$ cat src/rtl/icb_pkg.sv
package icb_pkg;
  localparam logic [7:0] OFS_STATUS   = 8'h00;
  localparam logic [7:0] OFS_MASK     = 8'h04;
  localparam logic [7:0] OFS_IRQ_SRC  = 8'h08;
  localparam logic [7:0] OFS_FIQ_SRC  = 8'h0C;
  localparam logic [7:0] OFS_CTRL     = 8'h10;
  localparam logic [7:0] OFS_GMASK    = 8'h14;
  localparam logic [7:0] OFS_LVL_BASE = 8'h20;

  localparam int CH_IRQ = 0;
  localparam int CH_FIQ = 1;
  localparam int NUM_CH = 2;

  // A candidate beats the current best when nothing is held yet or its
  // priority value is strictly smaller (strictness keeps the lower index).
  function automatic logic beats(input logic [7:0] cand_pri,
                                 input logic [7:0] best_pri,
                                 input logic       have_best);
    return !have_best || (cand_pri < best_pri);
  endfunction
endpackage

$ cat src/rtl/icb_capture.sv
module icb_capture #(
  parameter int NUM_LINES = 32
) (
  input  logic                 clk,
  input  logic                 rst_n,
  input  logic [NUM_LINES-1:0] req_i,
  input  logic [NUM_LINES-1:0] trig_i,
  input  logic [NUM_LINES-1:0] ack_clr_i,
  input  logic                 sts_wr_i,
  input  logic [NUM_LINES-1:0] sts_keep_i,
  output logic [NUM_LINES-1:0] status_o
);
  logic [NUM_LINES-1:0] prev_q;
  logic [NUM_LINES-1:0] lat_q;
  logic [NUM_LINES-1:0] rise;

  for (genvar i = 0; i < NUM_LINES; i++) begin : g_line
    logic keep;
    assign rise[i] = req_i[i] & ~prev_q[i];
    assign keep    = ~ack_clr_i[i] & (~sts_wr_i | sts_keep_i[i]);

    always_ff @(posedge clk) begin
      if (!rst_n) begin
        prev_q[i] <= 1'b0;
        lat_q[i]  <= 1'b0;
      end else begin
        prev_q[i] <= req_i[i];
        lat_q[i]  <= (lat_q[i] & keep) | (trig_i[i] & rise[i]);
      end
    end

    assign status_o[i] = trig_i[i] ? lat_q[i] : req_i[i];

    // a rising edge on an edge line is always remembered
    p_edge_capture_r4: assert property (@(posedge clk) disable iff (!rst_n)
      (trig_i[i] && rise[i]) |=> lat_q[i]);
  end
endmodule

$ cat src/rtl/icb_arbiter.sv
module icb_arbiter #(
  parameter int NUM_LINES = 32,
  parameter int PRIO_W    = 5,
  parameter int SRC_W     = 5
) (
  input  logic [NUM_LINES-1:0]        cand_i,
  input  logic [NUM_LINES*PRIO_W-1:0] pri_flat_i,
  output logic                        valid_o,
  output logic [SRC_W-1:0]            idx_o
);
  import icb_pkg::*;

  always_comb begin
    logic [7:0] best;
    logic       have;
    best  = '0;
    have  = 1'b0;
    idx_o = '0;
    for (int i = 0; i < NUM_LINES; i++) begin
      logic [7:0] p;
      p = 8'(pri_flat_i[i*PRIO_W +: PRIO_W]);
      if (cand_i[i] && beats(p, best, have)) begin
        best  = p;
        have  = 1'b1;
        idx_o = SRC_W'(i);
      end
    end
    valid_o = have;
  end
endmodule

$ cat src/rtl/icb_channel.sv
module icb_channel #(
  parameter int SRC_W = 5
) (
  input  logic             clk,
  input  logic             rst_n,
  input  logic             enable_i,
  input  logic             win_valid_i,
  input  logic [SRC_W-1:0] win_idx_i,
  input  logic             ack_i,
  output logic             busy_o,
  output logic [SRC_W-1:0] src_o,
  output logic             take_o,
  output logic             release_o
);
  assign take_o    = !busy_o && enable_i && win_valid_i;
  assign release_o = busy_o && ack_i;

  always_ff @(posedge clk) begin
    if (!rst_n) begin
      busy_o <= 1'b0;
      src_o  <= '0;
    end else if (release_o) begin
      busy_o <= 1'b0;
    end else if (take_o) begin
      busy_o <= 1'b1;
      src_o  <= win_idx_i;
    end
  end

  // the served source holds until acknowledged
  p_src_frozen_r6: assert property (@(posedge clk) disable iff (!rst_n)
    (busy_o && !ack_i) |=> (busy_o && $stable(src_o)));
  // an acknowledge releases the channel at once
  p_ack_release_r7: assert property (@(posedge clk) disable iff (!rst_n)
    (busy_o && ack_i) |=> !busy_o);
endmodule

$ cat src/rtl/icb_regs.sv
module icb_regs #(
  parameter int NUM_LINES = 32,
  parameter int PRIO_W    = 5,
  parameter int ADDR_W    = 8,
  parameter int DATA_W    = 32,
  parameter int SRC_W     = 5,
  parameter bit FIQ_OK    = 1'b1
) (
  input  logic                        clk,
  input  logic                        rst_n,
  input  logic [ADDR_W-1:0]           addr_i,
  input  logic                        we_i,
  input  logic [DATA_W-1:0]           wdata_i,
  input  logic [NUM_LINES-1:0]        status_i,
  input  logic                        irq_busy_i,
  input  logic [SRC_W-1:0]            irq_src_i,
  input  logic                        fiq_busy_i,
  input  logic [SRC_W-1:0]            fiq_src_i,
  output logic [DATA_W-1:0]           rdata_o,
  output logic [NUM_LINES-1:0]        mask_o,
  output logic                        gmask_o,
  output logic [NUM_LINES-1:0]        route_o,
  output logic [NUM_LINES-1:0]        trig_o,
  output logic [NUM_LINES*PRIO_W-1:0] pri_flat_o,
  output logic                        sts_wr_o,
  output logic                        ack_irq_o,
  output logic                        ack_fiq_o
);
  import icb_pkg::*;

  localparam int LVL_W = PRIO_W + 2;
  localparam logic [ADDR_W-1:0] A_STATUS = ADDR_W'(OFS_STATUS);
  localparam logic [ADDR_W-1:0] A_MASK   = ADDR_W'(OFS_MASK);
  localparam logic [ADDR_W-1:0] A_IRQSRC = ADDR_W'(OFS_IRQ_SRC);
  localparam logic [ADDR_W-1:0] A_FIQSRC = ADDR_W'(OFS_FIQ_SRC);
  localparam logic [ADDR_W-1:0] A_CTRL   = ADDR_W'(OFS_CTRL);
  localparam logic [ADDR_W-1:0] A_GMASK  = ADDR_W'(OFS_GMASK);
  localparam logic [ADDR_W-1:0] A_LVL    = ADDR_W'(OFS_LVL_BASE);
  localparam logic [ADDR_W-1:0] A_LVLEND = ADDR_W'(int'(OFS_LVL_BASE) + 4*NUM_LINES);

  logic [ADDR_W-1:0] lvl_off;
  logic              hit_lvl;
  logic [SRC_W-1:0]  lvl_idx;
  logic [PRIO_W-1:0] pri_q [NUM_LINES];

  assign lvl_off = addr_i - A_LVL;
  assign hit_lvl = (addr_i >= A_LVL) && (addr_i < A_LVLEND) && (addr_i[1:0] == 2'b00);
  assign lvl_idx = lvl_off[SRC_W+1:2];

  assign sts_wr_o  = we_i && (addr_i == A_STATUS);
  assign ack_irq_o = we_i && (addr_i == A_CTRL) && wdata_i[0];
  assign ack_fiq_o = we_i && (addr_i == A_CTRL) && wdata_i[1];

  always_ff @(posedge clk) begin
    if (!rst_n) begin
      mask_o  <= '1;
      gmask_o <= 1'b1;
    end else if (we_i) begin
      if (addr_i == A_MASK)  mask_o  <= wdata_i[NUM_LINES-1:0];
      if (addr_i == A_GMASK) gmask_o <= wdata_i[0];
    end
  end

  for (genvar i = 0; i < NUM_LINES; i++) begin : g_lvl
    logic sel;
    assign sel = we_i && hit_lvl && (lvl_idx == SRC_W'(i));
    always_ff @(posedge clk) begin
      if (!rst_n) begin
        route_o[i] <= 1'b0;
        trig_o[i]  <= 1'b0;
        pri_q[i]   <= '0;
      end else if (sel) begin
        route_o[i] <= FIQ_OK ? wdata_i[0] : 1'b0;
        trig_o[i]  <= wdata_i[1];
        pri_q[i]   <= wdata_i[2 +: PRIO_W];
      end
    end
    assign pri_flat_o[i*PRIO_W +: PRIO_W] = pri_q[i];
  end

  logic [DATA_W-1:0] rd_next;
  always_comb begin
    rd_next = '0;
    if (hit_lvl) begin
      rd_next[LVL_W-1:0] = {pri_q[lvl_idx], trig_o[lvl_idx], route_o[lvl_idx]};
    end else begin
      case (addr_i)
        A_STATUS: rd_next[NUM_LINES-1:0] = status_i;
        A_MASK:   rd_next[NUM_LINES-1:0] = mask_o;
        A_IRQSRC: begin
          rd_next[SRC_W-1:0] = irq_src_i;
          rd_next[DATA_W-1]  = irq_busy_i;
        end
        A_FIQSRC: begin
          rd_next[SRC_W-1:0] = fiq_src_i;
          rd_next[DATA_W-1]  = fiq_busy_i;
        end
        A_GMASK:  rd_next[0] = gmask_o;
        default:  rd_next = '0;
      endcase
    end
  end

  always_ff @(posedge clk) begin
    if (!rst_n) rdata_o <= '0;
    else        rdata_o <= rd_next;
  end

  // a bank other than the first never stores fast routing
  if (!FIQ_OK) begin : g_no_fiq
    p_route_forced_r8: assert property (@(posedge clk) disable iff (!rst_n)
      (we_i && hit_lvl) |=> (route_o == '0));
  end
endmodule

$ cat src/rtl/prio_intc_bank.sv
module prio_intc_bank #(
  parameter int NUM_LINES  = 32,
  parameter int PRIO_W     = 5,
  parameter int ADDR_W     = 8,
  parameter int DATA_W     = 32,
  parameter int BANK_INDEX = 0,
  parameter int SRC_W      = $clog2(NUM_LINES)
) (
  input  logic                 clk,
  input  logic                 rst_n,
  input  logic [NUM_LINES-1:0] req_i,
  input  logic [ADDR_W-1:0]    bus_addr_i,
  input  logic                 bus_we_i,
  input  logic [DATA_W-1:0]    bus_wdata_i,
  output logic [DATA_W-1:0]    bus_rdata_o,
  output logic                 irq_o,
  output logic                 fiq_o,
  output logic [SRC_W-1:0]     irq_src_o,
  output logic [SRC_W-1:0]     fiq_src_o
);
  import icb_pkg::*;

  localparam bit FIQ_OK = (BANK_INDEX == 0);

  logic [NUM_LINES-1:0]        mask, route, trig, status, pending, ack_clr;
  logic [NUM_LINES*PRIO_W-1:0] pri_flat;
  logic                        gmask, sts_wr, ack_irq, ack_fiq;
  logic [NUM_CH-1:0]           ch_ack, ch_busy, ch_take, ch_rel, win_valid;
  logic [SRC_W-1:0]            ch_src  [NUM_CH];
  logic [SRC_W-1:0]            win_idx [NUM_CH];
  logic [NUM_LINES-1:0]        cand    [NUM_CH];

  icb_regs #(
    .NUM_LINES(NUM_LINES), .PRIO_W(PRIO_W), .ADDR_W(ADDR_W),
    .DATA_W(DATA_W), .SRC_W(SRC_W), .FIQ_OK(FIQ_OK)
  ) u_regs (
    .clk(clk), .rst_n(rst_n),
    .addr_i(bus_addr_i), .we_i(bus_we_i), .wdata_i(bus_wdata_i),
    .status_i(status),
    .irq_busy_i(ch_busy[CH_IRQ]), .irq_src_i(ch_src[CH_IRQ]),
    .fiq_busy_i(ch_busy[CH_FIQ]), .fiq_src_i(ch_src[CH_FIQ]),
    .rdata_o(bus_rdata_o), .mask_o(mask), .gmask_o(gmask),
    .route_o(route), .trig_o(trig), .pri_flat_o(pri_flat),
    .sts_wr_o(sts_wr), .ack_irq_o(ack_irq), .ack_fiq_o(ack_fiq)
  );

  icb_capture #(.NUM_LINES(NUM_LINES)) u_capture (
    .clk(clk), .rst_n(rst_n), .req_i(req_i), .trig_i(trig),
    .ack_clr_i(ack_clr), .sts_wr_i(sts_wr),
    .sts_keep_i(bus_wdata_i[NUM_LINES-1:0]), .status_o(status)
  );

  assign pending = status & ~mask;
  assign ch_ack  = {ack_fiq, ack_irq};

  for (genvar c = 0; c < NUM_CH; c++) begin : g_ch
    assign cand[c] = (c == CH_FIQ) ? (pending & route) : (pending & ~route);

    icb_arbiter #(.NUM_LINES(NUM_LINES), .PRIO_W(PRIO_W), .SRC_W(SRC_W)) u_arb (
      .cand_i(cand[c]), .pri_flat_i(pri_flat),
      .valid_o(win_valid[c]), .idx_o(win_idx[c])
    );

    icb_channel #(.SRC_W(SRC_W)) u_chan (
      .clk(clk), .rst_n(rst_n), .enable_i(!gmask),
      .win_valid_i(win_valid[c]), .win_idx_i(win_idx[c]), .ack_i(ch_ack[c]),
      .busy_o(ch_busy[c]), .src_o(ch_src[c]),
      .take_o(ch_take[c]), .release_o(ch_rel[c])
    );

    // the winner is always one of this channel's candidates
    p_winner_is_cand_r5: assert property (@(posedge clk) disable iff (!rst_n)
      win_valid[c] |-> cand[c][win_idx[c]]);
    // a masked line is never taken
    p_masked_not_taken_r2: assert property (@(posedge clk) disable iff (!rst_n)
      ch_take[c] |-> !mask[win_idx[c]]);
    // nothing is captured while the global gate is closed
    p_gate_blocks_r10: assert property (@(posedge clk) disable iff (!rst_n)
      (gmask && !ch_busy[c]) |=> !ch_busy[c]);
  end

  assign ack_clr = (ch_rel[CH_IRQ] ? (NUM_LINES'(1) << ch_src[CH_IRQ]) : '0)
                 | (ch_rel[CH_FIQ] ? (NUM_LINES'(1) << ch_src[CH_FIQ]) : '0);

  assign irq_o     = ch_busy[CH_IRQ] & ~gmask;
  assign fiq_o     = ch_busy[CH_FIQ] & ~gmask;
  assign irq_src_o = ch_src[CH_IRQ];
  assign fiq_src_o = ch_src[CH_FIQ];

  if (!FIQ_OK) begin : g_bank_n
    // the fast output stays silent outside the first bank
    p_no_fast_r8: assert property (@(posedge clk) disable iff (!rst_n) !fiq_o);
  end
endmodule

$ cat config.mk
export PLATFORM = sky130hd
export DESIGN_NAME = prio_intc_bank
export DESIGN_NICKNAME = d
export VERILOG_FILES = /design/src/rtl/icb_pkg.sv /design/src/rtl/icb_capture.sv /design/src/rtl/icb_arbiter.sv /design/src/rtl/icb_channel.sv /design/src/rtl/icb_regs.sv /design/src/rtl/prio_intc_bank.sv
export SDC_FILE = /design/constraint.sdc
export NUM_CORES = 2
export LEC_CHECK = 0
export ABC_AREA = 1
export BUFFER_PORTS_ARGS = -buffer_cell sky130_fd_sc_hd__buf_2
export CORE_ASPECT_RATIO = 1.5
export CORE_MARGIN = 10
export CORE_UTILIZATION = 40
export CTS_BUF_LIST = sky130_fd_sc_hd__clkbuf_16
export CTS_CLUSTER_SIZE = 40
export DETAILED_ROUTE_END_ITERATION = 8
export HOLD_SLACK_MARGIN = 0.06
export SYNTH_ARGS = -nofsm -noshare
export SYNTH_HDL_FRONTEND = slang
export SYNTH_SLANG_ARGS = --single-unit
$ cat constraint.sdc
create_clock -name clk -period 48.5 [get_ports clk]
set_input_delay 4.85 -clock clk [delete_from_list [all_inputs] [get_ports clk]]
set_output_delay 4.85 -clock clk [all_outputs]
set_load 0.01 [all_outputs]
==> summary.md <==
| Metric | Value |
|---|---|
| Worst endpoint data arrival time | 43.55 ns |
| Max frequency | 23.23 MHz |
| Vias in the first global route | 29480 |
| Area of the mapped netlist | 30210 sq um |
| Tightest Pin Transition | 1.294 ns |
| Hold WC Path Type | flip-flop to flip-flop |
| Num CTS Buffers | 41 |
| Worst Skew | 0.01632 ns |
| DRT Wirelength | 121.0 mm |
| Leading area contributor after synthesis | edfxtp_1 |
| Slew Viols, Final | 0 |
| Final WS setup | 5.456 ns |
| IO Port Bufs | 118 |
| Overall Power | 0.7341 mW |
| Dominant synthesized flop cell | dfxtp_1 |
| # resized after CTS | 0 |
| Die Span Y | 356.6 microns |
| Most numerous cell on the critical path | nand2_1 |
| Setup violators final | 0 |
| Row cnt | 123 |
| Via count | 30440 |
| Share of layout cells above drive strength 1 | 0.1411 |
| Critical path launch point type | input port |
| Core footprint | 74950 sq um |
| #FFs+latches synth | 365 |
| Placed instance area | 31060 sq um |
| Fin cells | 5517 |
| Buffer count from post-CTS setup fixing | 0 |
| Design Area, Final | 32330 sq um |
| Iter 0 DRT Violations | 2859 |
| Reg clk slew, reported paths | 0.06 ns |
| CTS sink count | 365 |
| PD cells | 22.71 nW/um^2 |
| Sequential area share after synthesis | 0.2949 |
| Period minus WS final | 43.04 ns |
| Hold Buf Count CTS | 0 |
| Max transition margin | 0.1342 |
| Area share of the largest cell type after synthesis | 0.1591 |
| Drc violations | 0 |
| All-Layer GR Usage | 0.2694 |
| Initial antenna violation count | 4 |
| Crit. End Element | flip-flop |
| CP peak stage delay | 0.41 ns |
| H-tree depth | 2 |
| CP max stage cell | o21ai_0 |
| Setup total negative slack | 0 ns |
| DR vias/cell | 5.518 |
| Layout net count | 4710 |
| CTS tree | done |
| Tcrit/Tclk final | 0.8875 |
| Placed cells | 5439 |
| Max Cap Viol | 0 |
| Final hold slack | 0.4085 ns |
| Worst Setup Path Type | input port to flip-flop |
| First-pass GRT wire length | 180.3 mm |
| Routed WL per cell | 21.92 microns |
| Post-synth EDFFs | 160 |
| Io pins | 119 |
| Max clock buf depth | 3 |
| Synth cell types | 58 |
| Leak | 16.09 nW |
| Largest net degree at the start of global routing | 84 |
| Syn_nets | 4669 |
| Clock Latency Late Sink | 0.58 ns |
| Data required time of the worst path | 49.01 ns |
| Final Core Density | 0.4314 |
| GPL Wtd Cong | 0.9819 |
| Post-synth ARST share | 0 |
| Die area | 87130 sq um |
| Pre-CTS setup slack | 5.052 ns |
| RSZ-0062 raised after global routing | no |
| Status | finished clean |
| Routed Antenna Nets | 0 |
| DP HPWL | 95.00 mm |
| Syn Area/Cell | 6.802 sq um |
| Hold Vio Cnt, Final | 0 |
| Dominant cells by area after synthesis | edfxtp_1, dfxtp_1, nand2_1 |
| Highest net fanout along the worst path | 13 |
| Die W | 244.4 microns |
| Router iterations before antenna repair | 8 |
| Post-Synthesis Cells | 4441 |
| GR Overflow Total | 0 |
| Max IR drop VDD | 0.01954 mV |
| Root Buffer | clkbuf_16 |
| Synthesis-to-layout area growth | 7.033% |
| Starting density of the core | 0.4030 |
| Yosys warns | 0 |
## critical path, delay by kind of cell
family	cells	cell delay (ns)
compound gates	58	12.04
buf+inv	47	2.69
simple gates	174	14.44
fa+ha+maj	31	9.49
## cell usage after synthesis, types with 8 or more instances
cell type and number:
o31ai_1 9, nand3_2 28, nand2_4 60, o2111ai_1 31, or2_2 19, o21ai_0 228, ha_1 153, mux2i_1 19
nand3b_1 24, o21ai_1 8, nor2_2 15, inv_2 37, o21bai_1 45, clkbuf_1 85, nor3_1 34, a221oi_1 15
nand3_1 508, nand2_2 230, nor2_1 416, o22ai_1 120, inv_1 577, dfxtp_1 205, a21oi_1 98, o221ai_1 15
buf_6 31, a22oi_1 49, a21oi_2 9, o211ai_1 33, edfxtp_1 160, nand2_1 1091, inv_4 10
## power breakdown
part	total (mW)	switching, mW	leakage [nW]	internal (mW)
clock	0.302	0.136	0.658	0.167
combinational	0.0875	0.0612	12.3	0.0263
sequential	0.344	0.0147	3.18	0.330
total	0.734	0.211	16.1	0.523
## state kept, by name, summed over array words and instances (netlist names)
| name | flops |
|---|---|
| u_regs.route_o | 32 |
| g_ch.u_chan.busy_o | 2 |
| u_capture.lat_q | 32 |
| u_capture.prev_q | 32 |
| u_regs.pri_q | 160 |
| u_regs.mask_o | 32 |
| u_regs.trig_o | 32 |
| g_ch.u_chan.src_o | 10 |
| u_regs.rdata_o | 32 |
| u_regs.gmask_o | 1 |
## logic make-up (layout without fill, tap and decap cells)
kind of cell               Yosys count  after routing  synth area share
DFF                                365            365            0.2949
muxes                               19             19          0.006296
AOI/OAI and AO/OA                  679            679            0.1398
adders and majority gates          153            153           0.06338
and+or+nand+nor                   2442           2442            0.3744
other                                0              2                 0
buffers and inverters              783            857            0.1212
## layout make-up
cell class                 count  area [sq um]
fill                        8069         42620
multi-input combinational   3293         17660
sequential                   365          8909
inverter                     632          2407
tap                         1000          1251
clock buffer                  43          1076
timing repair buffer         149         825.8
clock inverter                33         193.9
antenna                        2         5.005
## path summary, 6_finish.rpt
path	from	endpoint	slack (ns)	depth (start not counted)
setup / recovery	req_i[0]	g_ch[0].u_chan.src_o[3]$_SDFFE_PN0P_	5.46	310
hold / removal	u_capture.prev_q[21]$_SDFF_PN0_	u_capture.lat_q[21]$_SDFF_PN0_	0.41	1
hold reg to reg	u_capture.prev_q[21]$_SDFF_PN0_	u_capture.lat_q[21]$_SDFF_PN0_	0.41	1
setup reg to reg	u_regs.trig_o[0]$_SDFFE_PN0P_	g_ch[0].u_chan.src_o[3]$_SDFFE_PN0P_	9.44	310
## metal layers
metal	routed length [microns]	share of wire	GRT usage
met1	44080	0.36	0.2895
met2	58870	0.49	0.4745
met3	7150	0.059	0.03405
met4	10840	0.090	0.2096
met5	13	0.00011	0
## layout by cell type (no fill, tap or decap), types with 6 or more instances in the layout
master,Yosys,routed
a21oi_1,98,98
a21oi_2,9,9
a221oi_1,15,15
a22oi_1,49,49
buf_2,0,117
buf_4,2,32
clkbuf_16,0,43
clkinv_1,6,13
clkinv_2,0,11
dfxtp_1,205,205
edfxtp_1,160,160
ha_1,153,153
inv_1,577,584
inv_2,37,37
inv_4,10,11
mux2i_1,19,19
nand2_1,1091,1089
nand2_2,230,232
nand2_4,60,60
nand3_1,508,508
nand3_2,28,28
nand3b_1,24,24
nand4_1,6,6
nor2_1,416,413
nor2_2,15,15
nor3_1,34,34
o2111ai_1,31,31
o211ai_1,33,33
o21ai_0,228,226
o21ai_1,8,10
o21bai_1,45,45
o221ai_1,15,15
o22ai_1,120,120
o31ai_1,9,9
or2_2,19,19
(Power assumes the default switching activity.)
